### config.mk
export PLATFORM = sky130hd
export DESIGN_NAME = det_busy_ctrl
export DESIGN_NICKNAME = d
export VERILOG_FILES = /design/src/rtl/det_busy_pkg.sv /design/src/rtl/det_busy_dp.sv /design/src/rtl/det_busy_ctl.sv /design/src/rtl/det_busy_ctrl.sv
export SDC_FILE = /design/constraint.sdc
export NUM_CORES = 1
export LEC_CHECK = 0
export BUFFER_PORTS_ARGS = -buffer_cell sky130_fd_sc_hd__clkbuf_2
export CORE_MARGIN = 1
export CORE_UTILIZATION = 60
export CTS_CLUSTER_DIAMETER = 40
export DETAILED_ROUTE_END_ITERATION = 7
export GPL_TIMING_DRIVEN = 0
export PLACE_DENSITY = 0.85
export RECOVER_POWER = 100
export SLEW_MARGIN = 10
export SYNTH_ARGS = -nofsm -noshare
export SYNTH_HDL_FRONTEND = slang
export SYNTH_SLANG_ARGS = --single-unit
### constraint.sdc
create_clock -name clk -period 6.7 [get_ports clk]
set_input_delay 0 -clock clk [delete_from_list [all_inputs] [get_ports clk]]
set_output_delay 0 -clock clk [all_outputs]
set_load 0.005 [all_outputs]
### src/rtl/det_busy_pkg.sv
package det_busy_pkg;

  // Per-slot decision state
  typedef enum logic [1:0] {
    ST_WAIT = 2'd0,  // waiting for level 2
    ST_KEEP = 2'd1,  // level-2 accepted, to be read out
    ST_DROP = 2'd2   // level-2 rejected, to be thrown
  } slot_st_e;

  // Strobes from control to datapath
  typedef struct packed {
    logic push;
    logic pop;
  } dp_cmd_t;

endpackage

### src/rtl/det_busy_dp.sv
module det_busy_dp
  import det_busy_pkg::*;
#(
  parameter int DEPTH = 4,
  parameter int ID_W  = 8,
  localparam int PTR_W = $clog2(DEPTH),
  localparam int CNT_W = $clog2(DEPTH + 1)
) (
  input  logic             clk,
  input  logic             rstN,
  input  dp_cmd_t          cmd,
  input  logic [ID_W-1:0]  l1EvId,
  input  logic             l2Strobe,
  input  logic             l2Accept,
  input  logic [ID_W-1:0]  l2EvId,
  output logic             headVld,
  output slot_st_e         headSt,
  output logic             full,
  output logic [CNT_W-1:0] occupancy,
  output logic             l2Error
);

  logic [ID_W-1:0]  idMem [DEPTH];
  slot_st_e         stMem [DEPTH];
  logic [DEPTH-1:0] vld;
  logic [PTR_W-1:0] headPtr, tailPtr;
  logic [CNT_W-1:0] cnt;
  logic             hit;
  logic [PTR_W-1:0] hitIdx;

  function automatic logic [PTR_W-1:0] nextPtr(input logic [PTR_W-1:0] p);
    return (p == PTR_W'(DEPTH - 1)) ? '0 : p + 1'b1;
  endfunction

  // First slot awaiting level 2 with a matching identifier
  always_comb begin
    hit    = 1'b0;
    hitIdx = '0;
    for (int i = 0; i < DEPTH; i++) begin
      if (!hit && vld[i] && stMem[i] == ST_WAIT && idMem[i] == l2EvId) begin
        hit    = 1'b1;
        hitIdx = PTR_W'(i);
      end
    end
  end

  always_ff @(posedge clk) begin
    if (!rstN) begin
      for (int i = 0; i < DEPTH; i++) begin
        idMem[i] <= '0;
        stMem[i] <= ST_WAIT;
      end
      vld     <= '0;
      headPtr <= '0;
      tailPtr <= '0;
      cnt     <= '0;
      l2Error <= 1'b0;
    end else begin
      l2Error <= l2Strobe && !hit;
      if (l2Strobe && hit)
        stMem[hitIdx] <= l2Accept ? ST_KEEP : ST_DROP;
      if (cmd.push) begin
        idMem[tailPtr] <= l1EvId;
        stMem[tailPtr] <= ST_WAIT;
        vld[tailPtr]   <= 1'b1;
        tailPtr        <= nextPtr(tailPtr);
      end
      if (cmd.pop) begin
        vld[headPtr] <= 1'b0;
        headPtr      <= nextPtr(headPtr);
      end
      cnt <= cnt + CNT_W'(cmd.push) - CNT_W'(cmd.pop);
    end
  end

  assign headVld   = vld[headPtr];
  assign headSt    = stMem[headPtr];
  assign full      = (cnt == CNT_W'(DEPTH));
  assign occupancy = cnt;


  occ_bound_chk: assert property (@(posedge clk) disable iff (!rstN)
    cnt <= CNT_W'(DEPTH));


  push_room_chk: assert property (@(posedge clk) disable iff (!rstN)
    cmd.push |-> !full);


  pop_nonempty_chk: assert property (@(posedge clk) disable iff (!rstN)
    cmd.pop |-> headVld && cnt != '0);

endmodule

### src/rtl/det_busy_ctl.sv
module det_busy_ctl
  import det_busy_pkg::*;
#(
  parameter int COLLECT_CYC = 4,
  parameter int READ_CYC    = 20,
  parameter int RESET_CYC   = 2,
  parameter int THROW_CYC   = 3,
  localparam int MAX_A = (COLLECT_CYC > READ_CYC) ? COLLECT_CYC : READ_CYC,
  localparam int MAX_B = (RESET_CYC > THROW_CYC) ? RESET_CYC : THROW_CYC,
  localparam int MAXC  = (MAX_A > MAX_B) ? MAX_A : MAX_B,
  localparam int CTR_W = $clog2(MAXC + 1)
) (
  input  logic     clk,
  input  logic     rstN,
  input  logic     l0Strobe,
  input  logic     l1Strobe,
  input  logic     l1Accept,
  input  logic     linkReady,
  input  logic     headVld,
  input  slot_st_e headSt,
  input  logic     full,
  output dp_cmd_t  cmd,
  output logic     busy,
  output logic     rdStart,
  output logic     rdDone
);

  typedef enum logic [1:0] {PH_IDLE, PH_WAIT_L1, PH_COLLECT} phase_e;
  typedef enum logic [1:0] {SQ_IDLE, SQ_READ, SQ_RESET, SQ_THROW} seq_e;

  phase_e           phase;
  seq_e             seqState;
  logic [CTR_W-1:0] colCtr, seqCtr;
  logic             busyState, l0Take;

  assign busyState = (phase != PH_IDLE) || full;
  assign l0Take    = l0Strobe && !busyState;
  assign busy      = busyState || l0Strobe;
  assign cmd.push  = (phase == PH_WAIT_L1) && l1Strobe && l1Accept;
  assign cmd.pop   = (seqState == SQ_RESET || seqState == SQ_THROW) && seqCtr == '0;

  // Trigger phase: level 0 then level 1 then collection
  always_ff @(posedge clk) begin
    if (!rstN) begin
      phase  <= PH_IDLE;
      colCtr <= '0;
    end else begin
      unique case (phase)
        PH_IDLE:    if (l0Take) phase <= PH_WAIT_L1;
        PH_WAIT_L1: if (l1Strobe) begin
          if (l1Accept) begin
            phase  <= PH_COLLECT;
            colCtr <= CTR_W'(COLLECT_CYC - 1);
          end else begin
            phase <= PH_IDLE;
          end
        end
        PH_COLLECT: begin
          if (colCtr == '0) phase <= PH_IDLE;
          else colCtr <= colCtr - 1'b1;
        end
        default: phase <= PH_IDLE;
      endcase
    end
  end

  // Readout engine: serves the oldest slot only
  always_ff @(posedge clk) begin
    if (!rstN) begin
      seqState <= SQ_IDLE;
      seqCtr   <= '0;
      rdStart  <= 1'b0;
      rdDone   <= 1'b0;
    end else begin
      rdStart <= 1'b0;
      rdDone  <= 1'b0;
      unique case (seqState)
        SQ_IDLE: if (headVld) begin
          if (headSt == ST_KEEP && linkReady) begin
            seqState <= SQ_READ;
            seqCtr   <= CTR_W'(READ_CYC - 1);
            rdStart  <= 1'b1;
          end else if (headSt == ST_DROP) begin
            seqState <= SQ_THROW;
            seqCtr   <= CTR_W'(THROW_CYC - 1);
          end
        end
        SQ_READ: begin
          if (seqCtr == '0) begin
            seqState <= SQ_RESET;
            seqCtr   <= CTR_W'(RESET_CYC - 1);
            rdDone   <= 1'b1;
          end else seqCtr <= seqCtr - 1'b1;
        end
        SQ_RESET, SQ_THROW: begin
          if (seqCtr == '0) seqState <= SQ_IDLE;
          else seqCtr <= seqCtr - 1'b1;
        end
        default: seqState <= SQ_IDLE;
      endcase
    end
  end


  busy_full_chk: assert property (@(posedge clk) disable iff (!rstN)
    full |-> busy);


  link_gate_chk: assert property (@(posedge clk) disable iff (!rstN)
    rdStart |-> $past(linkReady));


  l1acc_busy_chk: assert property (@(posedge clk) disable iff (!rstN)
    cmd.push |=> busy);


  start_done_excl_chk: assert property (@(posedge clk) disable iff (!rstN)
    rdDone |-> !rdStart && $past(seqState == SQ_READ));

endmodule

### src/rtl/det_busy_ctrl.sv
module det_busy_ctrl
  import det_busy_pkg::*;
#(
  parameter int ID_W        = 8,
  parameter int DEPTH       = 4,
  parameter bit FAST_DET    = 1'b0,
  parameter int READ_SLOW   = 20,
  parameter int READ_FAST   = 10,
  parameter int COLLECT_CYC = 4,
  parameter int RESET_CYC   = 2,
  parameter int THROW_CYC   = 3,
  localparam int READ_CYC   = FAST_DET ? READ_FAST : READ_SLOW,
  localparam int CNT_W      = $clog2(DEPTH + 1)
) (
  input  logic             clk,
  input  logic             rstN,
  input  logic             l0Strobe,
  input  logic             l1Strobe,
  input  logic             l1Accept,
  input  logic [ID_W-1:0]  l1EvId,
  input  logic             l2Strobe,
  input  logic             l2Accept,
  input  logic [ID_W-1:0]  l2EvId,
  input  logic             linkReady,
  output logic             busy,
  output logic [CNT_W-1:0] occupancy,
  output logic             rdStart,
  output logic             rdDone,
  output logic             l2Error
);

  dp_cmd_t  cmd;
  logic     headVld, full;
  slot_st_e headSt;

  det_busy_ctl #(
    .COLLECT_CYC(COLLECT_CYC), .READ_CYC(READ_CYC),
    .RESET_CYC(RESET_CYC), .THROW_CYC(THROW_CYC)
  ) u_ctl (
    .clk(clk), .rstN(rstN), .l0Strobe(l0Strobe), .l1Strobe(l1Strobe),
    .l1Accept(l1Accept), .linkReady(linkReady), .headVld(headVld),
    .headSt(headSt), .full(full), .cmd(cmd), .busy(busy),
    .rdStart(rdStart), .rdDone(rdDone)
  );

  det_busy_dp #(.DEPTH(DEPTH), .ID_W(ID_W)) u_dp (
    .clk(clk), .rstN(rstN), .cmd(cmd), .l1EvId(l1EvId),
    .l2Strobe(l2Strobe), .l2Accept(l2Accept), .l2EvId(l2EvId),
    .headVld(headVld), .headSt(headSt), .full(full),
    .occupancy(occupancy), .l2Error(l2Error)
  );

endmodule

Word-level counts from Yosys, hierarchy flattened:

Memory sizes are Yosys's and may differ from the RTL's. A register that Yosys moved wholly into a read port is not among the register bits.
Index checks and enable logic that the tools add are counted.

* memory bits (writable): 40
* output and inout bits: 7
* bits in registers: 28
* memories kept: 2
* logic and storage cells: 158
* input port bits: 24

Memory list
* u_dp.idMem: words 4, width 8, read ports 4, clocked after Yosys merged registers in 0, wr ports 4, line det_busy_dp.sv:23 `logic [ID_W-1:0] idMem [DEPTH];`
* u_dp.stMem: words 4, width 2, read ports 5, clocked after Yosys merged registers in 1, wr ports 4, line det_busy_dp.sv:24 `slot_st_e stMem [DEPTH];`

* bitwise operators: 3
* $lt $le $gt $ge: 4
* muxes and demuxes: 60
* equal/unequal tests: 24
* reductions and logical operators: 48
* add/sub/neg operators: 6

Operators with widths (count)
* 2-bit two-way mux: 21
* 5-bit two-way mux: 8
* 8-bit equality test: 4
* 1-bit logical AND: 20
* 1-bit two-way mux: 20
* 5-bit case mux with 3 select lines: 1
* 2-bit equality test, second input constant: 6
* 2-bit logical NOT: 6
* 4-bit two-way mux: 3
* 2-bit case mux with 3 select lines: 2
* 5-bit logical NOT: 2
* 2-bit != test, second input constant: 5
* 5-bit case mux with 2 select lines: 1
* 5-bit by 1-bit subtractor with 5-bit output, second input constant: 2
* 3-bit AND reduction: 3
* 8-bit two-way mux: 1
* 2-bit by 1-bit != test with 1-bit output, second input constant: 4
* 4-bit AND reduction: 2
* 8-bit OR reduction: 1
* 2-bit by 1-bit equality test with 1-bit output, second input constant: 3
* 2-bit by 3-bit less-than comparator with 1-bit output, second input constant: 2
* 2-bit OR reduction: 3
* 1-bit logical NOT: 5
* 2-bit by 1-bit adder with 2-bit output, second input constant: 2
* 13 further kinds: 18

Longest topological paths before layout:

An unclocked memory read counts as a cell.

* depth after elaboration: 26
* gate-level depth with buffers: 13
* mapped depth without buffers: 13

Hierarchy:

A second synthesis with hierarchy kept.

* cells, all modules: 340
* area total of the unflattened synthesis: 3560.9 µm²

Modules (own cells, without submodules)
* det_busy_dp: instances 1, cells an instance 234, area each 2675.1 µm², seq. area each 1401.3 µm²
* det_busy_ctl: instances 1, cells an instance 106, area each 885.8 µm², seq. area each 320.3 µm²

Worst setup path after synthesis:

OpenSTA, ideal clock, no wires.

* kind: reg-to-reg
* start: reg u_ctl.seqCtr[0]
* end: reg u_dp.cnt[2] (netlist: u_dp.occupancy[2])
* required time: 6585 ps
* period minus slack after synthesis: 2402 ps
* data arrival time: 2287 ps
* path slack: 4298 ps
* path buffers: 0
* stages on the path, launching flop included: 14
* setup time: 115 ps
* cell sequence: dfxtp_1 -> inv_1 -> ha_1 -> nand2b_1 -> nor3_4 -> nand2_1 -> inv_1 -> ha_1 -> inv_1 -> ha_1 -> inv_1 -> fa_1 -> xnor2_1 -> and2_1

RTL lines
* start, declared: line det_busy_ctl.sv:33 `logic [CTR_W-1:0] colCtr, seqCtr;`
* start signal, assigned: line det_busy_ctl.sv:81 `seqCtr <= CTR_W'(READ_CYC - 1);`
* start signal, assigned: line det_busy_ctl.sv:85 `seqCtr <= CTR_W'(THROW_CYC - 1);`
* start signal, assigned: line det_busy_ctl.sv:91 `seqCtr <= CTR_W'(RESET_CYC - 1);`
* end signal, assigned: line det_busy_dp.sv:72 `cnt <= cnt + CNT_W'(cmd.push) - CNT_W'(cmd.pop);`
* end, declared: line det_busy_dp.sv:27 `logic [CNT_W-1:0] cnt;`

==> out/qor.txt <==
Outcome: finished clean
Setup bufs post-CTS: 0
Buffers & Inverters on Critical Path: 4
First-pass DRT Iterations: 4
Power Internal: 701 uW
Clk sinks: 70
Largest net degree at the start of global routing: 13
Row cnt: 27
Slowest CP cell: nor3_1
Max-Cap Viols: 0
Post-synth top cells: 38 x dfxtp_1, 32 x edfxtp_1, 31 x and2_1
Sw Share: 23.3%
Seq/Total Area, Yosys: 49.0%
Clk root buf: clkbuf_8
Post-CTS resize count: 0
Critical Path Fanout Max: 9
DRT iter0 DRCs: 129
Crit end category: flop
Setup Skew: 0.00881 ns
# nets final: 421
Met2 Use GR: 44.1%
Post-route ant nets: 0
Final WL: 7390 um
Die extent in y: 78.5 um
Synth top area cells: edfxtp_1 27%, dfxtp_1 22%, xnor2_1 6.2%, and2_1 5.5%, ha_1 4.6%
Vias per inst: 5.67
Register clock-pin slew on the reported worst setup and hold paths: 0.07 ns
Max-slew violations: 0
Max Clk Rate: 0.313 GHz
Period utilization: 47.7%
Die X-Extent: 78.5 um
Global-route wire length before repair: 12,100 um
Worst Max-Slew Pin Slew: 1.04 ns
Vias in the first global route: 2,545
Distinct cell type count of the synthesized netlist: 53
Die area: 6160 um2
Combined area of the multi-input logic cells: 1650 um2
Yosys top cell by area: edfxtp_1
Placer's final routability congestion estimate: 0.820
Post-Synthesis Cell Area: 3510 um2
Min cycle time layout: 3.20 ns
CP arrival: 3.44 ns
Crit path largest cell delay: 0.69 ns
Endpoints failing setup: 0
Setup TNS: 0 ns
Synthesized area per cell: 10.6 um2
Peak supply drop: 201 uV
Power Total: 913 uW
Net load switching power: 212 uW
RSZ-0062 raised after global routing: false
Synth top area share: 27.4%
Fin util: 72.5%
P&R area growth vs syn: 15.1%
Met3 Usage GRT: 5.12%
Hold Path Class: primary input to flop
Slew HR: 29.9%
Grt ovf: 0
Synthesized instance count: 331
Combinational share of power: 8.2%
Clock Power Share: 40.8%
Layout cell share with drive strength beyond 1: 13.1%
Pwr/cell area: 226 nW/um2
TritonCTS clock tree: built
Cells along the critical path: inv_1 -> ha_1 -> nand2b_1 -> nor3_1 -> nand2_1 -> inv_1 -> ha_1 -> inv_1 -> ha_1 -> inv_1 -> fa_1 -> xnor2_1 -> and2_1
DRC viols: 0
Grt met1 use: 33.2%
Most common cell on crit path: inv_1
Fillers: 385
Ports: 31
Number of flops mapped to enable cells by yosys: 32
Crit path max-delay family: simple AND/OR/NAND/NOR gates
Via count: 2,607
Sequential share of power: 51.0%
Critical path class: flop to flop
Ys async rst share: 0%
Register bit total from synthesis: 70
CTS Buffer Depth: 2
WL per Instance: 16.1 um
Initial Utilization: 63.0%
Antenna diode count: 0
Worst skew pair latency: 0.35 ns
Htree depth: 3
Core area: 5570 um2
Port Buf Inserts: 30
Critical path data required time: 6.94 ns
Overall routing resource usage: 26.6%
Reg2Reg Setup Slack: 3.50 ns
GR peak layer: met2
Most used flip-flop cell after synthesis: dfxtp_1
Syn. warnings: 0
Hold Vio Cnt, Final: 0
Initial antenna violation count: 0
Register area: 1720 um2
Synth Net Count: 369
Hpwl dp: 5130 um
Num CTS Buffers: 9
Lkg Pwr: 0.00159 uW
CP startpoint kind: flop
Count leader, synth: dfxtp_1
Worst hold margin: 0.0160 ns
==> through the flow <==
step                      std cells  cell area (um2)  setup slack, ns
after detailed placement        433             3750             3.97
final                           460             4040             3.50
after floorplan                 331             3510             4.30
after global placement          433             3750             4.02
after global routing            460             4040             3.20
after CTS                       460             4080             3.94
==> layout make-up <==
class | instances | area share (%)
Clock buffer | 10 | 3.16
Tap cell | 72 | 2.23
Inverter | 19 | 1.76
Multi-Input combinational cell | 235 | 40.9
Clock inverter | 6 | 2.14
Sequential cell | 70 | 42.6
Timing Repair Buffer | 41 | 6.38
Buffer | 7 | 0.898
==> cells by family after synthesis <==
family	synth area share [%]
compound gates	8.59
flops	49.0
fa+ha+maj	5.20
buf+inv	3.10
xor+xnor	9.23
simple gates	22.7
mux	2.21
==> worst register-to-register path: cells and delay by family (launching register included) <==
kind	cells	cell delay [ns]
simple gates	4	1.23
fa+ha+maj	4	0.94
xor+xnor	1	0.13
buf+inv	4	0.47
flops	1	0.32
==> final timing paths <==
path                     from                end  cells past startpoint
min                  l1Strobe     u_ctl.phase[0]                      4
min reg2reg  u_dp.stMem[3][1]   u_dp.stMem[3][1]                      2
max reg2reg   u_ctl.seqCtr[0]  u_dp.occupancy[2]                     13
max           u_ctl.seqCtr[0]  u_dp.occupancy[2]                     13
==> state kept, by name (all words and copies together) (netlist names), named ones only <==
| name | cells |
|---|---|
| u_ctl.colCtr | 5 |
| u_dp.headPtr | 2 |
| u_ctl.seqState | 2 |
| u_ctl.rdDone | 1 |
| u_dp.occupancy | 3 |
| u_ctl.seqCtr | 5 |
| u_ctl.phase | 2 |
| u_dp.stMem | 8 |
| u_dp.l2Error | 1 |
| u_ctl.rdStart | 1 |
| u_dp.tailPtr | 2 |
| u_dp.vld | 4 |
| u_dp.idMem | 32 |
==> what timing repair did <==
action / in CTS / in global routing
hold buffers: 11 / 0
setup endpoints to repair: 0 / 0
endpoints found under the hold margin: 31 / 0
==> power by group through the flow <==
stage | clock (uW) | sequential [uW] | combinational [uW]
3_3_place_gp | 0 | 475 | 67.0
4_1_cts | 376 | 466 | 74.3
5_1_grt | 394 | 467 | 82.3
6_report | 373 | 466 | 74.7
3_5_place_dp | 0 | 476 | 69.1
2_1_floorplan | 0 | 474 | 43.8
==> cells in the final DEF, fill, tap and decap left out, drive strengths merged, types with 3 or more instances in the layout <==
cell type     n
a21oi         8
nor3          9
edfxtp       32
xnor2        25
nand3        13
o21ai        12
a31oi         4
clkbuf       46
nand3b        4
dlygate4sd3  11
and2         31
dfxtp        38
and3          8
clkinv        3
inv          19
ha           13
nor2         16
nand2        19
mux4          3
nor4          3
a21boi        4
nor2b         5
xor2         12
nand2b        7
nand4         6
nor3b         5
==> layer usage <==
metal / wire [um] / vias up
met5: 0 / -
met3: 333 / 10
met4: 99 / 0
met2: 3650 / 71
met1: 3310 / 1252
li1: - / 1274
(Power assumes the default switching activity.)
